[config.mk]
export PLATFORM = sky130hd
export DESIGN_NAME = clk_stop_gate
export DESIGN_NICKNAME = d
export VERILOG_FILES = /design/src/rtl/clk_stop_gate_pkg.sv /design/src/rtl/csg_sync.sv /design/src/rtl/csg_run_ctrl.sv /design/src/rtl/csg_gate_cell.sv /design/src/rtl/clk_stop_gate.sv
export SDC_FILE = /design/constraint.sdc
export NUM_CORES = 1
export LEC_CHECK = 0
export ABC_AREA = 1
export BUFFER_PORTS_ARGS = -buffer_cell sky130_fd_sc_hd__buf_2
export CORE_MARGIN = 4
export CORE_UTILIZATION = 48
export CTS_CLUSTER_SIZE = 25
export DETAILED_ROUTE_END_ITERATION = 10
export GPL_TIMING_DRIVEN = 0
export PLACE_DENSITY = 0.75
export SLEW_MARGIN = 20
export SYNTH_ARGS = -nofsm -noshare
export SYNTH_HDL_FRONTEND = slang
export SYNTH_SLANG_ARGS = --single-unit
export TNS_END_PERCENT = 5
[constraint.sdc]
create_clock -name clk_src -period 1.2 [get_ports clk_src]
set_input_delay 0.06 -clock clk_src [delete_from_list [all_inputs] [get_ports clk_src]]
set_output_delay 0.06 -clock clk_src [all_outputs]
set_load 0.02 [all_outputs]
[src/rtl/clk_stop_gate_pkg.sv]
package clk_stop_gate_pkg;

  typedef enum logic {
    ST_HALT = 1'b0,
    ST_RUN  = 1'b1
  } csg_run_e;

  function automatic int csg_cnt_w(input int limit);
    return (limit < 2) ? 1 : $clog2(limit + 1);
  endfunction

endpackage

[src/rtl/csg_sync.sv]
module csg_sync #(
  parameter int  STAGES    = 2,
  parameter bit  RESET_VAL = 1'b1
) (
  input  logic clk,
  input  logic rst_n,
  input  logic din,
  output logic dout
);

  logic [STAGES-1:0] shreg;

  always_ff @(posedge clk or negedge rst_n) begin
    if (!rst_n) shreg <= {STAGES{RESET_VAL}};
    else        shreg <= {shreg[STAGES-2:0], din};
  end

  assign dout = shreg[STAGES-1];

endmodule

[src/rtl/csg_run_ctrl.sv]
module csg_run_ctrl
  import clk_stop_gate_pkg::*;
#(
  parameter int MIN_RUN = 100
) (
  input  logic clk,
  input  logic rst_n,
  input  logic stop_req,
  output logic run_q
);

  localparam int CNT_W = csg_cnt_w(MIN_RUN);
  localparam logic [CNT_W-1:0] LAST = CNT_W'(MIN_RUN - 1);

  csg_run_e         state;
  logic [CNT_W-1:0] ran;

  // ran counts rising edges seen while running; a stop is honoured once
  // MIN_RUN enabled high phases have gone out.
  always_ff @(posedge clk or negedge rst_n) begin
    if (!rst_n) begin
      state <= ST_RUN;
      ran   <= '0;
    end else begin
      unique case (state)
        ST_RUN: begin
          if (stop_req && ran >= LAST) state <= ST_HALT;
          else if (ran < LAST)         ran   <= ran + 1'b1;
        end
        ST_HALT: begin
          if (!stop_req) begin
            state <= ST_RUN;
            ran   <= '0;
          end
        end
        default: state <= ST_RUN;
      endcase
    end
  end

  assign run_q = (state == ST_RUN);

endmodule

[src/rtl/csg_gate_cell.sv]
module csg_gate_cell (
  input  logic clk,
  input  logic rst_n,
  input  logic open_d,
  output logic gclk
);

  logic open_q;

  // Updated on the falling edge only, so the gate moves while clk is low.
  always_ff @(negedge clk or negedge rst_n) begin
    if (!rst_n) open_q <= 1'b1;
    else        open_q <= open_d;
  end

  assign gclk = clk & open_q;

endmodule

[src/rtl/clk_stop_gate.sv]
module clk_stop_gate #(
  parameter int NUM_OUT     = 4,
  parameter int FREE_IDX    = 0,
  parameter int MIN_RUN     = 100,
  parameter int SYNC_STAGES = 2
) (
  input  logic               clk_src,
  input  logic               rst_n,
  input  logic               stop_n,
  input  logic               mode,
  input  logic [NUM_OUT-1:0] out_en,
  output logic               gclk_grp,
  output logic [NUM_OUT-1:0] gclk_out
);

  logic mode_q;
  logic stop_sync_n;
  logic run_q;
  logic [NUM_OUT-1:0] open_d;

  // Mode is captured only while reset is held.
  always_ff @(posedge clk_src) begin
    if (!rst_n) mode_q <= mode;
  end

  csg_sync #(
    .STAGES    (SYNC_STAGES),
    .RESET_VAL (1'b1)
  ) u_sync (
    .clk  (clk_src),
    .rst_n(rst_n),
    .din  (stop_n),
    .dout (stop_sync_n)
  );

  csg_run_ctrl #(
    .MIN_RUN(MIN_RUN)
  ) u_ctrl (
    .clk     (clk_src),
    .rst_n   (rst_n),
    .stop_req(!stop_sync_n && !mode_q),
    .run_q   (run_q)
  );

  csg_gate_cell u_grp_gate (
    .clk   (clk_src),
    .rst_n (rst_n),
    .open_d(run_q),
    .gclk  (gclk_grp)
  );

  for (genvar i = 0; i < NUM_OUT; i++) begin : g_out
    if (i == FREE_IDX) begin : g_free
      assign open_d[i] = out_en[i];
    end else begin : g_stoppable
      assign open_d[i] = out_en[i] & run_q;
    end

    csg_gate_cell u_gate (
      .clk   (clk_src),
      .rst_n (rst_n),
      .open_d(open_d[i]),
      .gclk  (gclk_out[i])
    );
  end

endmodule

==> results.md <==
* DR WL/cell at 11.2 um
* Clk Latency, worst-skew pair at 470 ps
* Final ANT Viol Nets at 0
* Routability-driven placement congestion ratio at 0.783
* Power Dens Cells at 2750 nW/um^2
* 1st-iter DRT viols at 29
* Nets at 136
* Sequential element share of the synthesized area at 0.497
* Comb pwr share at 0.264
* Final Hold Fails at 0
* Int Pwr at about 0.0016 W
* Final Instance Count excl. Fillers at between 100 and 150
* CP Capture Type: output pin
* Crit Path Class: reg -> out
* Layout cell share with drive strength beyond 1 at 0.354
* IO Count at 13
* Filler cells at approximately 130
* Ys Warns at 0
* Top cells by area, synth: dfstp_2, dfrtp_1, nand2_1, inv_1, nand3_1
* Initial antenna violation count at 0
* Die Wd at 49.7 um
* First-pass GRT wire length at 2940 um
* Sw frac at 0.426
* PnR worst setup slack at -678 ps
* Net count after synthesis at 112
* GRT overflow at 0
* Vias in the first global route at between 800 and 900
* Avg Inst Size Synth at a little over 8 um^2
* Final setup violation count at 21
* GRT Total Usage at 0.166
* Placed Cells at 131
* Max Slew Vio Count at 0
* Share of the synthesized area in the top cell type at 0.251
* Static Leak at 0.593 nW
* Port buffer count at 12
* Core area at approximately 1600 um^2
* Rows at 14
* Number of synthesized flops with an enable pin at 1
* Distinct cell type count after synthesis at 15
* Crit path DAT at 1820 ps
* Worst Tran Pin Value at 331 ps
* Die ar. at roughly 2500 um^2
* Worst rel slew slack at 0.780
* Post-Synthesis Cell Area at between 800 and 900 um^2
* Failing checks: negative setup slack
* Async set-reset flop share out of synthesis at 0.938
* Largest net degree at the start of global routing at 17
* Starting Density at 0.530
* Req. time, crit path at 1140 ps
* Clock-pin slew on the worst setup and hold paths at 100 ps
* Post-synth top area cell: dfstp_2
* CTS tree: yes
* Psw at 0.00121 W
* Tightest Hold Check Type: in -> async
* Flip-flop and latch area at 417 um^2
* Number of setup buffers added after CTS at 0
* Max cap viols at 0
* Clk pwr share at 0.421
* Vias per cell at 4.85
* Outcome: complete, but fails checks
* Ant diodes at 0
* Detail Placement HPWL at between 1000 and 1500 um
* Area Overhead vs Synth at 24.3%
* IR drop worst, VDD at 0.00188 V
* Die Ht at 49.7 um
* Drt drc at 0
* Seq cells post-synth at 16
* Seq pwr share at 0.314
* Vias at 693
* Final Util at 0.659
* Multi-input gate area at 339 um^2
* Clock skew at 67.3 ps
* Most frequent cell after synthesis: nand2_1
* Unrepaired setup endpoints after global routing: yes
* TritonRoute pass-1 iters at 5
* Synth Flop Type: dfstp_2
* Post-Synthesis Cells at roughly 100
* Post-synth top cells: nand2_1, inv_1, nor2_1
* DRT Wirelength at 1600 um
* CP startpoint kind: flop
* Critical Path Fanout Max at 1
## power groups by stage
| stage | logic (W) | clock network [W] | registers [W] |
|---|---|---|---|
| 6_report | 0.000754 | 0.00120 | 0.000896 |
| 5_1_grt | 0.000889 | 0.00134 | 0.000931 |
| 4_1_cts | 0.000760 | 0.00125 | 0.000887 |
| 3_5_place_dp | 0.000737 | 0.000449 | 0.000894 |
| 3_3_place_gp | 0.000707 | 0.000449 | 0.000887 |
| 2_1_floorplan | 0.000626 | 0.000366 | 0.000852 |
## final cells by class
type,instances,area share
clock buffers,13,0.110
flip-flops and latches,16,0.401
repair buffers,10,0.0627
inverters,11,0.0398
well taps,16,0.0193
clock inverters,11,0.0410
multi-input cells,66,0.327
## cell families after synthesis
kind of cell               after synthesis  share of synthesized area
AOI/OAI and AO/OA                        2                     0.0180
xor gates and xnor gates                 3                     0.0314
adders and majority gates                1                     0.0150
DFF                                     16                      0.497
buffers and inverters                   21                      0.112
and+or+nand+nor                         60                      0.326
## registers in the layout, summed over array words and instances (netlist names)
| name | count |
|---|---|
| u_ctrl.ran | 7 |
| u_grp_gate.open_q | 1 |
| u_sync.shreg | 2 |
| mode_q | 1 |
| g_out.u_gate.open_q | 4 |
| u_ctrl.run_q | 1 |
## worst max-delay path, cell delays in order (launching register included)
cell     delay (ps)
dfstp_2         530
nand2_2          50
inv_2            50
buf_6           100
## routing by layer
layer | vias up | wire length (um) | GRT usage
li1 | 351 | - | -
met1 | 311 | 677 | 0.149
met2 | 23 | 790 | 0.227
met3 | 8 | 76 | 0.0843
met4 | 0 | 55 | 0.235
met5 | - | 0 | 0
## worst paths after layout
path / to / from / cells after the start / slack, ps
hold / removal: u_ctrl.ran[1] / rst_n / 2 / 80
setup reg to reg: g_out[2].u_gate.open_q / u_ctrl.run_q / 2 / -160
hold reg to reg: u_sync.shreg[1] / u_sync.shreg[0] / 0 / 360
min in group clk_src: g_out[0].u_gate.open_q / out_en[0] / 1 / 290
setup / recovery: gclk_out[0] / g_out[0].u_gate.open_q / 3 / -680
max in group asynchronous: g_out[2].u_gate.open_q / rst_n / 2 / 270
## through the flow
step	cell area, um^2	worst slack [ps]	setup TNS, ps	power (W)	hold WS (ps)
4_1_cts	1060	-760	-5100	0.00290	86.3
6_report	1040	-678	-4710	0.00285	84.1
3_3_place_gp	916	-258	-2850	0.00204	-21.9
3_5_place_dp	916	-260	-3080	0.00208	-18.4
2_1_floorplan	836	-153	-1540	0.00185	-236
5_1_grt	1040	-729	-6080	0.00316	118
## cells in the final DEF, fill, tap and decap left out, types with 4 or more instances in the layout
cell	count
dfstp_2	8
buf_6	5
nand2_2	5
clkbuf_4	7
buf_2	7
inv_1	17
dfrtp_1	6
nand3_1	9
nand2_1	29
inv_2	4
nor2_1	12
## timing repair
| item | CTS | global route |
|---|---|---|
| pin swaps | 5 | 1 |
| endpoints found under the hold margin | 12 | 0 |
| endpoints found under the setup margin | 21 | 22 |
| resized for setup | 11 | 9 |
| hold buffers | 3 | 0 |
Note: power is estimated with default switching activity, not from simulation.
